[config.mk]
export PLATFORM = sky130hd
export DESIGN_NAME = bank_irq_ctrl
export DESIGN_NICKNAME = d
export VERILOG_FILES = /design/src/rtl/bank_irq_pkg.sv /design/src/rtl/bank_irq_enable.sv /design/src/rtl/bank_irq_status.sv /design/src/rtl/bank_irq_regif.sv /design/src/rtl/bank_irq_ctrl.sv
export SDC_FILE = /design/constraint.sdc
export NUM_CORES = 1
export LEC_CHECK = 0
export ABC_AREA = 1
export BUFFER_PORTS_ARGS = -buffer_cell sky130_fd_sc_hd__buf_2
export CAP_MARGIN = 10
export CORE_ASPECT_RATIO = 2
export CORE_MARGIN = 2
export CORE_UTILIZATION = 30
export CTS_BUF_LIST = sky130_fd_sc_hd__clkbuf_16
export CTS_CLUSTER_SIZE = 30
export DETAILED_ROUTE_END_ITERATION = 12
export PLACE_DENSITY_LB_ADDON = 0.3
export SLEW_MARGIN = 20
export SYNTH_ARGS = -nofsm -noshare
export SYNTH_HDL_FRONTEND = slang
export SYNTH_SLANG_ARGS = --single-unit
[constraint.sdc]
create_clock -name clk -period 2.7 [get_ports clk]
set_clock_uncertainty 0.1 [all_clocks]
set_input_delay 0.135 -clock clk [delete_from_list [all_inputs] [get_ports clk]]
set_output_delay 0.135 -clock clk [all_outputs]
set_load 0.01 [all_outputs]
[src/rtl/bank_irq_pkg.sv]
// Package: shared constants, register offsets and fast-path tables of the
// three-bank interrupt controller. Assumes byte offsets on 32-bit words.
package bank_irq_pkg;
    parameter int DATA_W  = 32;
    parameter int ADDR_W  = 6;
    parameter int NBANK   = 3;
    parameter int B0_SRC  = 8;
    parameter int WIDE_W  = 32;
    parameter int FP1_N   = 5;
    parameter int FP2_N   = 6;

    // Bit positions inside pending word 0 (software decodes these)
    localparam int ROLL1_BIT = B0_SRC;
    localparam int ROLL2_BIT = B0_SRC + 1;
    localparam int FP1_LSB   = B0_SRC + 2;
    localparam int FP2_LSB   = FP1_LSB + FP1_N;
    localparam int W0_USED   = FP2_LSB + FP2_N;

    // Register offsets
    localparam logic [ADDR_W-1:0] OFF_PEND0 = 6'h00;
    localparam logic [ADDR_W-1:0] OFF_PEND1 = 6'h04;
    localparam logic [ADDR_W-1:0] OFF_PEND2 = 6'h08;
    localparam logic [ADDR_W-1:0] OFF_SET1  = 6'h10;
    localparam logic [ADDR_W-1:0] OFF_SET2  = 6'h14;
    localparam logic [ADDR_W-1:0] OFF_SET0  = 6'h18;
    localparam logic [ADDR_W-1:0] OFF_CLR1  = 6'h1c;
    localparam logic [ADDR_W-1:0] OFF_CLR2  = 6'h20;
    localparam logic [ADDR_W-1:0] OFF_CLR0  = 6'h24;

    // Source index in a wide bank that feeds fast-path flag k
    function automatic int fp_src(input int bank, input int k);
        int r;
        r = 0;
        if (bank == 1) begin
            case (k)
                0: r = 7;   1: r = 9;   2: r = 10;
                3: r = 18;  default: r = 19;
            endcase
        end else begin
            case (k)
                0: r = 21;  1: r = 22;  2: r = 23;
                3: r = 24;  4: r = 25;  default: r = 30;
            endcase
        end
        return r;
    endfunction

    // Mask of the fast-path sources of one wide bank
    function automatic logic [WIDE_W-1:0] fp_mask(input int bank);
        logic [WIDE_W-1:0] m;
        int n;
        m = '0;
        n = (bank == 1) ? FP1_N : FP2_N;
        for (int k = 0; k < n; k++) m[fp_src(bank, k)] = 1'b1;
        return m;
    endfunction

    // Which mask bits of a bank software may write
    function automatic logic [DATA_W-1:0] writable(input int bank);
        logic [DATA_W-1:0] m;
        m = '0;
        if (bank == 0) m[B0_SRC-1:0] = '1;
        else           m[WIDE_W-1:0] = '1;
        return m;
    endfunction
endpackage

[src/rtl/bank_irq_enable.sv]
// Module: one bank's enable mask with set-on-one and clear-on-one strobes.
// Assumes set and clear never arrive in the same cycle (distinct offsets).
module bank_irq_enable
    import bank_irq_pkg::*;
#(
    parameter logic [DATA_W-1:0] WR_MASK = '1
) (
    input  logic              clk,
    input  logic              rst_n,
    input  logic              set_stb,
    input  logic              clr_stb,
    input  logic [DATA_W-1:0] wdata,
    output logic [DATA_W-1:0] en_q
);
    logic [DATA_W-1:0] bits_hit;

    // Restrict the write to the positions this bank owns
    always_comb bits_hit = wdata & WR_MASK;

    // Update the mask on a set or clear strobe
    always_ff @(posedge clk) begin
        if (!rst_n)       en_q <= '0;
        else if (set_stb) en_q <= en_q | bits_hit;
        else if (clr_stb) en_q <= en_q & ~bits_hit;
    end
endmodule

[src/rtl/bank_irq_status.sv]
// Module: builds the three pending words. Word 0 carries the local sources,
// one roll-up flag per wide bank and the fast-path copies. Purely combinational.
module bank_irq_status
    import bank_irq_pkg::*;
(
    input  logic [B0_SRC-1:0]          src_b0,
    input  logic [WIDE_W-1:0]          src_b1,
    input  logic [WIDE_W-1:0]          src_b2,
    input  logic [NBANK-1:0][DATA_W-1:0] en_q,
    output logic [DATA_W-1:0]          pend0,
    output logic [DATA_W-1:0]          pend1,
    output logic [DATA_W-1:0]          pend2
);
    localparam logic [WIDE_W-1:0] FP1_MASK = fp_mask(1);
    localparam logic [WIDE_W-1:0] FP2_MASK = fp_mask(2);

    logic [B0_SRC-1:0] live0;
    logic [WIDE_W-1:0] live1, live2;
    logic [FP1_N-1:0]  fp1;
    logic [FP2_N-1:0]  fp2;
    logic              roll1, roll2;

    // Gate every source with its enable
    always_comb begin
        live0 = src_b0 & en_q[0][B0_SRC-1:0];
        live1 = src_b1 & en_q[1][WIDE_W-1:0];
        live2 = src_b2 & en_q[2][WIDE_W-1:0];
    end

    // Pick out the fast-path copies
    for (genvar k = 0; k < FP1_N; k++) begin : g_fp1
        assign fp1[k] = live1[fp_src(1, k)];
    end
    for (genvar k = 0; k < FP2_N; k++) begin : g_fp2
        assign fp2[k] = live2[fp_src(2, k)];
    end

    // Roll-up flags ignore the sources that have a fast path
    always_comb begin
        roll1 = |(live1 & ~FP1_MASK);
        roll2 = |(live2 & ~FP2_MASK);
    end

    // Assemble the pending words
    always_comb begin
        pend0 = '0;
        pend0[B0_SRC-1:0]            = live0;
        pend0[ROLL1_BIT]             = roll1;
        pend0[ROLL2_BIT]             = roll2;
        pend0[FP1_LSB +: FP1_N]      = fp1;
        pend0[FP2_LSB +: FP2_N]      = fp2;
        pend1 = '0;
        pend1[WIDE_W-1:0]            = live1;
        pend2 = '0;
        pend2[WIDE_W-1:0]            = live2;
    end
endmodule

[src/rtl/bank_irq_regif.sv]
// Module: register window. Decodes writes into per-bank strobes and returns
// registered read data one clock after a read request.
module bank_irq_regif
    import bank_irq_pkg::*;
(
    input  logic                       clk,
    input  logic                       rst_n,
    input  logic                       bus_sel,
    input  logic                       bus_wr,
    input  logic [ADDR_W-1:0]          bus_addr,
    input  logic [DATA_W-1:0]          pend0,
    input  logic [DATA_W-1:0]          pend1,
    input  logic [DATA_W-1:0]          pend2,
    input  logic [NBANK-1:0][DATA_W-1:0] en_q,
    output logic [NBANK-1:0]           set_stb,
    output logic [NBANK-1:0]           clr_stb,
    output logic [DATA_W-1:0]          bus_rdata,
    output logic                       bus_rvalid
);
    typedef enum logic [2:0] {
        SEL_NONE, SEL_PEND0, SEL_PEND1, SEL_PEND2, SEL_EN0, SEL_EN1, SEL_EN2
    } reg_sel_t;

    reg_sel_t          which;
    logic [DATA_W-1:0] rd_mux;

    // Map the offset to a register
    always_comb begin
        case (bus_addr)
            OFF_PEND0:          which = SEL_PEND0;
            OFF_PEND1:          which = SEL_PEND1;
            OFF_PEND2:          which = SEL_PEND2;
            OFF_SET0, OFF_CLR0: which = SEL_EN0;
            OFF_SET1, OFF_CLR1: which = SEL_EN1;
            OFF_SET2, OFF_CLR2: which = SEL_EN2;
            default:            which = SEL_NONE;
        endcase
    end

    // Produce write strobes
    always_comb begin
        set_stb = '0;
        clr_stb = '0;
        if (bus_sel && bus_wr) begin
            case (bus_addr)
                OFF_SET0: set_stb[0] = 1'b1;
                OFF_SET1: set_stb[1] = 1'b1;
                OFF_SET2: set_stb[2] = 1'b1;
                OFF_CLR0: clr_stb[0] = 1'b1;
                OFF_CLR1: clr_stb[1] = 1'b1;
                OFF_CLR2: clr_stb[2] = 1'b1;
                default: ;
            endcase
        end
    end

    // Select the read value
    always_comb begin
        case (which)
            SEL_PEND0: rd_mux = pend0;
            SEL_PEND1: rd_mux = pend1;
            SEL_PEND2: rd_mux = pend2;
            SEL_EN0:   rd_mux = en_q[0];
            SEL_EN1:   rd_mux = en_q[1];
            SEL_EN2:   rd_mux = en_q[2];
            default:   rd_mux = '0;
        endcase
    end

    // Register read data and its strobe
    always_ff @(posedge clk) begin
        if (!rst_n) begin
            bus_rdata  <= '0;
            bus_rvalid <= 1'b0;
        end else begin
            bus_rvalid <= bus_sel && !bus_wr;
            if (bus_sel && !bus_wr) bus_rdata <= rd_mux;
        end
    end
endmodule

[src/rtl/bank_irq_ctrl.sv]
// Module: top of the three-bank level interrupt controller. Holds the
// enable masks, builds pending words and registers the processor request.
// Assumes the sources are already synchronous to clk.
module bank_irq_ctrl
    import bank_irq_pkg::*;
(
    input  logic                  clk,
    input  logic                  rst_n,
    input  logic [B0_SRC-1:0]     src_b0,
    input  logic [WIDE_W-1:0]     src_b1,
    input  logic [WIDE_W-1:0]     src_b2,
    input  logic                  bus_sel,
    input  logic                  bus_wr,
    input  logic [ADDR_W-1:0]     bus_addr,
    input  logic [DATA_W-1:0]     bus_wdata,
    output logic [DATA_W-1:0]     bus_rdata,
    output logic                  bus_rvalid,
    output logic                  irq_out
);
    logic [NBANK-1:0][DATA_W-1:0] en_q;
    logic [NBANK-1:0]             set_stb, clr_stb;
    logic [DATA_W-1:0]            pend0, pend1, pend2;

    for (genvar b = 0; b < NBANK; b++) begin : g_bank
        bank_irq_enable #(.WR_MASK(writable(b))) u_en (
            .clk     (clk),
            .rst_n   (rst_n),
            .set_stb (set_stb[b]),
            .clr_stb (clr_stb[b]),
            .wdata   (bus_wdata),
            .en_q    (en_q[b])
        );
    end

    bank_irq_status u_status (
        .src_b0 (src_b0),
        .src_b1 (src_b1),
        .src_b2 (src_b2),
        .en_q   (en_q),
        .pend0  (pend0),
        .pend1  (pend1),
        .pend2  (pend2)
    );

    bank_irq_regif u_regif (
        .clk        (clk),
        .rst_n      (rst_n),
        .bus_sel    (bus_sel),
        .bus_wr     (bus_wr),
        .bus_addr   (bus_addr),
        .pend0      (pend0),
        .pend1      (pend1),
        .pend2      (pend2),
        .en_q       (en_q),
        .set_stb    (set_stb),
        .clr_stb    (clr_stb),
        .bus_rdata  (bus_rdata),
        .bus_rvalid (bus_rvalid)
    );

    // Register the processor request from the top-level pending word
    always_ff @(posedge clk) begin
        if (!rst_n) irq_out <= 1'b0;
        else        irq_out <= |pend0;
    end
endmodule

## Word-level counts from Yosys, hierarchy flattened

Index checks and enable logic that the tools add are counted.

| storage, ports and cells | value |
|---|---|
| register bits | 130 |
| bits in latches | 0 |
| RAM bits | 0 |
| bits in read-only memories | 0 |
| input bits | 114 |
| output and inout bits | 34 |
| logic and storage cells | 60 |
| memories | 0 |

| cells by class | value |
|---|---|
| add/subtract/negate cells | 0 |
| multiply operators | 0 |
| divide/modulo/power cells | 0 |
| magnitude comparators | 0 |
| equality and inequality tests | 14 |
| shifts and indexed selects | 0 |
| muxes and demuxes | 16 |
| bitwise gates (word level) | 11 |
| reductions and logical operators | 13 |

Operators with widths:

| kind | number |
|---|---|
| $mux W32 | 6 |
| $pmux W32 S6 | 1 |
| $and A32 B32 Y32 | 5 |
| $reduce_or A72 Y1 | 1 |
| $or A32 B32 Y32 | 2 |
| $not A32 Y32 | 1 |
| $not A8 Y32 | 1 |
| $or A32 B8 Y32 | 1 |
| $reduce_or A27 Y1 | 1 |
| $reduce_or A26 Y1 | 1 |
| $eq A6 B5 Y1 const B | 4 |
| $pmux W3 S6 | 1 |
| $eq A6 B6 Y1 const B | 2 |
| $eq A3 B3 Y1 const B | 3 |
| $and A8 B8 Y8 | 1 |
| $eq A3 B2 Y1 const B | 2 |
| $eq A6 B3 Y1 const B | 1 |
| $eq A6 B4 Y1 const B | 1 |
| $logic_not A6 Y1 | 1 |
| $mux W1 | 6 |
| $mux W3 | 2 |
| $reduce_bool A2 Y1 | 3 |
| $reduce_or A2 Y1 | 3 |
| $eq A3 B1 Y1 const B | 1 |
| 2 further kinds | 3 |

## Depth between registers and ports, before layout

| logic depth | value |
|---|---|
| depth in word-level cells | 5 |
| depth in mapped cells | 11 |
| mapped depth without buffers | 10 |

## Hierarchy

From an unflattened synthesis, not the netlist that was laid out.

| unflattened totals | value |
|---|---|
| cells, all modules | 1179 |
| area, all modules | 7004.2 um^2 |

By module, submodules not included:

| module | times used | cells an instance | area an instance (um^2) | sequential area each (um^2) |
|---|---|---|---|---|
| bank_irq_regif | 1 | 520 | 2756.4 | 660.6 |
| bank_irq_enable (g_bank[1].u_en ...) | 2 | 170 | 1348.8 | 640.6 |
| bank_irq_status | 1 | 217 | 909.6 | 0.0 |
| bank_irq_enable (g_bank[0].u_en) | 1 | 68 | 496.7 | 160.2 |
| bank_irq_ctrl | 1 | 34 | 143.9 | 20.0 |

## Worst setup path after synthesis

No wires, ideal clock.

| timing | value |
|---|---|
| kind | input to register |
| from | in bus_addr[1] |
| to | reg (tool-made name) |
| setup time | 0.132 ns |
| data arrival time | 1.128 ns |
| required time | 2.468 ns |
| slack | 1.340 ns |
| stages on the path | 8 |
| path buffers | 2 |
| path through | nor2_1 -> buf_4 -> nand3_1 -> nand2_1 -> nand2_1 -> clkbuf_1 -> o21ai_0 -> a21oi_1 |

RTL lines:

| item | line | RTL |
|---|---|---|
| start: declaration | bank_irq_ctrl.sv:14 | `input logic [ADDR_W-1:0] bus_addr,` |

## Worst setup path in the final report

| timing | value |
|---|---|
| from | in bus_addr[3] |
| to | reg u_regif.bus_rdata[17] |

| on the way | value |
|---|---|
| word-level cells in the longest chain between the ends | 5 |
| elaborated cells between the ends (all ways) | 20 |
| those cells by class | eq/ne (14); mux (2); reduce/logical (4) |

RTL lines:

| item | line | RTL |
|---|---|---|
| $eq A6 B5 Y1 / $eq A6 B6 Y1 (equally long branches) | bank_irq_regif.sv:29 | `case (bus_addr)` |
| $reduce_or A2 Y1 | bank_irq_regif.sv:29 |  |
| $pmux W3 S6 (*) | bank_irq_regif.sv:29 |  |
| $eq A3 B3 Y1 (tied with other cells) | bank_irq_regif.sv:59 | `case (which)` |
| $pmux W32 S6 (*) | bank_irq_regif.sv:59 |  |
| end signal: assignment | bank_irq_regif.sv:77 | `if (bus_sel && !bus_wr) bus_rdata <= rd_mux;` |
| end: declaration | bank_irq_regif.sv:17 | `output logic [DATA_W-1:0] bus_rdata,` |

Every way passes the cells marked *; elsewhere a longest branch is shown, timed or not.
A chain may end at the register's enable or synchronous reset.

==> metrics.md <==
| Metric | Value |
|---|---|
| Combined buffer and inverter count along the critical path | `1` |
| Share of the synthesized area in the top cell type | `between 30% and 40%` |
| Hold path cells | `5` |
| Die footprint | `19600 µm²` |
| Reg2reg path depth | `10` |
| Synth-to-layout area growth | `28.19%` |
| Clk buf depth | `2` |
| Setup violations, final | `0` |
| Drt initial violations | `around 280` |
| Max Slew Vio Count | `0` |
| Area leader, netlist | `dfxtp_1` |
| Max-slew headroom | `44.08%` |
| Synth cell types | `26` |
| Setup_tns | `0 ns` |
| Worst Hold Class | `input pin to flop` |
| Max Cap Viol | `0` |
| CTS sink cnt | `about 110` |
| # IOs | `between 100 and 150` |
| Initial core utilization | `30.36%` |
| Core area | `between 15000 and 20000 µm²` |
| #FFs+latches synth | `roughly 110` |
| Largest net degree at the start of global routing | `between 40 and 50` |
| Max VDD drop | `~0.31 mV` |
| Fmax | `613.4 MHz` |
| Leak | `3.327 nW` |
| Critical Path Slowest Stage Cell | `nand3_1` |
| DRT antenna net count | `0` |
| Crit path largest cell delay | `about 0.65 ns` |
| Clock transition at path regs | `~0.07 ns` |
| Register area share after synthesis | `between 30% and 40%` |
| Share of power burned in registers | `slightly below 50%` |
| Cell Int Power | `~2.4 mW` |
| RSZ-0062 raised after global routing | `no` |
| Period utilization | `between 60% and 70%` |
| H-tree lvl count | `3` |
| Die Ht | `approximately 200 µm` |
| Critical Path Stages | `6` |
| First-pass GRT wire length | `between 30000 and 40000 µm` |
| Share of post-route cells with drive strength above 1 | `17.45%` |
| Finished Layout Cells | `1276` |
| PD cells | `449.0 nW/µm²` |
| Rows | `70` |
| CP startpoint kind | `input pin` |
| Critical path type | `input pin to flop` |
| Min cycle time layout | `approximately 1.6 ns` |
| Cts bufs inserted | `9` |
| P_sw | `around 0.79 mW` |
| Routability cong. | `~0.86` |
| R2R setup slack | `~1.3 ns` |
| Outcome | `finished clean` |
| Crit path required time | `roughly 2.9 ns` |
| Mapped Avg Cell Area | `roughly 6.2 µm²` |
| Placed insts | `1228` |
| Mapped Cells | `approximately 890` |
| DR vias | `~6500` |
| Worst path top cell family by delay | `simple AND/OR/NAND/NOR gates` |
| CP Capture Type | `flop` |
| Vias per std cell | `between 5 and 6` |
| Sw frac | `around a quarter` |
| Final Hold Violating Endpoints | `0` |
| Drt total wl | `between 20000 and 25000 µm` |
| Number of port buffers | `between 100 and 150` |
| # DRC | `0` |
| Worst-path cell chain | `buf_2, nor2_1, nand3_1, o22ai_1, o21ai_1, a21oi_1` |
| Synth area leaders | `dfxtp_1 (38%), nand2_1 (21%), a21oi_1 (10%)` |
| Number of global-route vias before repair | `between 6000 and 7000` |
| DR WL/cell | `about 17 µm` |
| Clk_lat worst skew | `0.36 ns` |
| Clock Power Share | `between 40% and 50%` |
| TritonRoute pass-1 iters | `5` |
| Synth warnings | `0` |
| Util after Layout | `38.91%` |
| Initial antenna violation count | `0` |
| Nets | `1169` |
| Global route overflow | `0` |
| Worst Path Max Fanout | `14` |
| Syn_nets | `between 1000 and 1500` |
| Die X | `approximately 100 µm` |
| Clk root buf | `clkbuf_16` |
| Total track usage | `22.77%` |
| Worst slew pin tran | `between 0.8 and 0.9 ns` |
| Synthesized area | `5530 µm²` |
| Power share of the combinational group | `just under 9%` |
| Post-CTS Setup Inserts | `0` |
| Ant diodes | `0` |
| Worst EP arrival | `1.81 ns` |
| TritonCTS clock tree | `done` |
| DP HPWL | `about 16000 µm` |
tightest hold or removal path: stages:
cell and delay (ns):
buf_2 0.10, a31oi_1 0.08, nand2_1 0.06, nand2_1 0.05
a21oi_1 0.11
layout make-up:
cell class	count	area, µm²
Clock buffer	9	225.2
Clock inverter	7	61.31
Fill cell	2048	11130
Inverter	55	206.4
Multi-Input combinational cell	689	3023
Sequential cell	106	2122
Tap cell	216	270.3
Timing Repair Buffer	194	1181
cell usage after synthesis:
library cell	n
nand2_1	311
a21oi_1	111
dfxtp_1	106
o21ai_0	89
nor2_1	88
inv_1	51
nand3_1	44
clkbuf_1	24
o22ai_1	17
buf_2	12
o21ai_1	7
nand4_1	5
a211oi_1	4
buf_4	4
nor3_1	4
inv_2	3
nor2_4	2
a22o_1	1
a31oi_1	1
buf_1	1
clkinv_1	1
nand2_2	1
nand3_2	1
nand3b_1	1
nor2_2	1
o2111ai_1	1
kinds of logic (layout without fill, tap and decap cells):
| kind of cell | count (synthesis) | count (layout) | synth area share (%) |
|---|---|---|---|
| AO/OA/AOI/OAI | 231 | 231 | 21.63 |
| buffers and inverters | 96 | 265 | 7.059 |
| flip-flops | 106 | 106 | 38.37 |
| AND/OR/NAND/NOR | 458 | 458 | 32.94 |
per-stage QoR:
stage	setup WS [ns]	hold WS (ns)	power, mW	cell area, µm²
after floorplan	1.340	0.1824	1.693	5530
after global placement	0.7469	0.3047	1.855	6482
after detailed placement	0.7308	0.3073	1.852	6482
after CTS	1.113	0.1061	3.205	7089
after global routing	0.8775	0.1495	3.289	7089
final	1.070	0.1158	3.183	7089
power groups by stage:
stage | clock (mW) | combinational, mW | sequential (mW)
after floorplan | 0 | 0.0856 | 1.61
after global placement | 0 | 0.247 | 1.61
after detailed placement | 0 | 0.244 | 1.61
after CTS | 1.35 | 0.281 | 1.57
after global routing | 1.41 | 0.305 | 1.57
final | 1.33 | 0.282 | 1.57
final timing paths:
check | from | endpoint
setup / recovery | bus_addr[3] | u_regif.bus_rdata[17]
hold / removal | src_b1[7] | u_regif.bus_rdata[7]
setup reg to reg | flop | u_regif.bus_rdata[9]
hold reg to reg | u_regif.bus_rdata[1] | u_regif.bus_rdata[1]
repair_timing:
item                      CTS  global route
hold endpoints to repair   40             0
resized for setup           0             0
hold buffers               32             0
layer usage:
metal / share of wire [%] / global-route usage (%) / vias up
met1: 37 / 24.21 / 2910
met3: 5.5 / 3.313 / 59
met4: 5.3 / 13.70 / 0
met5: 0 / 0 / -
li1: - / - / 3250
met2: 53 / 41.44 / 244
layout by cell type, fill, tap and decap left out, types with 7 or more instances in the layout:
master         Yosys  routed
a21oi_1          111     111
buf_4              4      14
clkbuf_16          0       9
dlygate4sd3_1      0      32
o22ai_1           17      17
inv_1             51      52
nand2_1          311     311
dfxtp_1          106     106
o21ai_1            7       7
nor2_1            88      86
nand3_1           44      44
o21ai_0           89      89
buf_2             12     147
(Power assumes the default switching activity.)
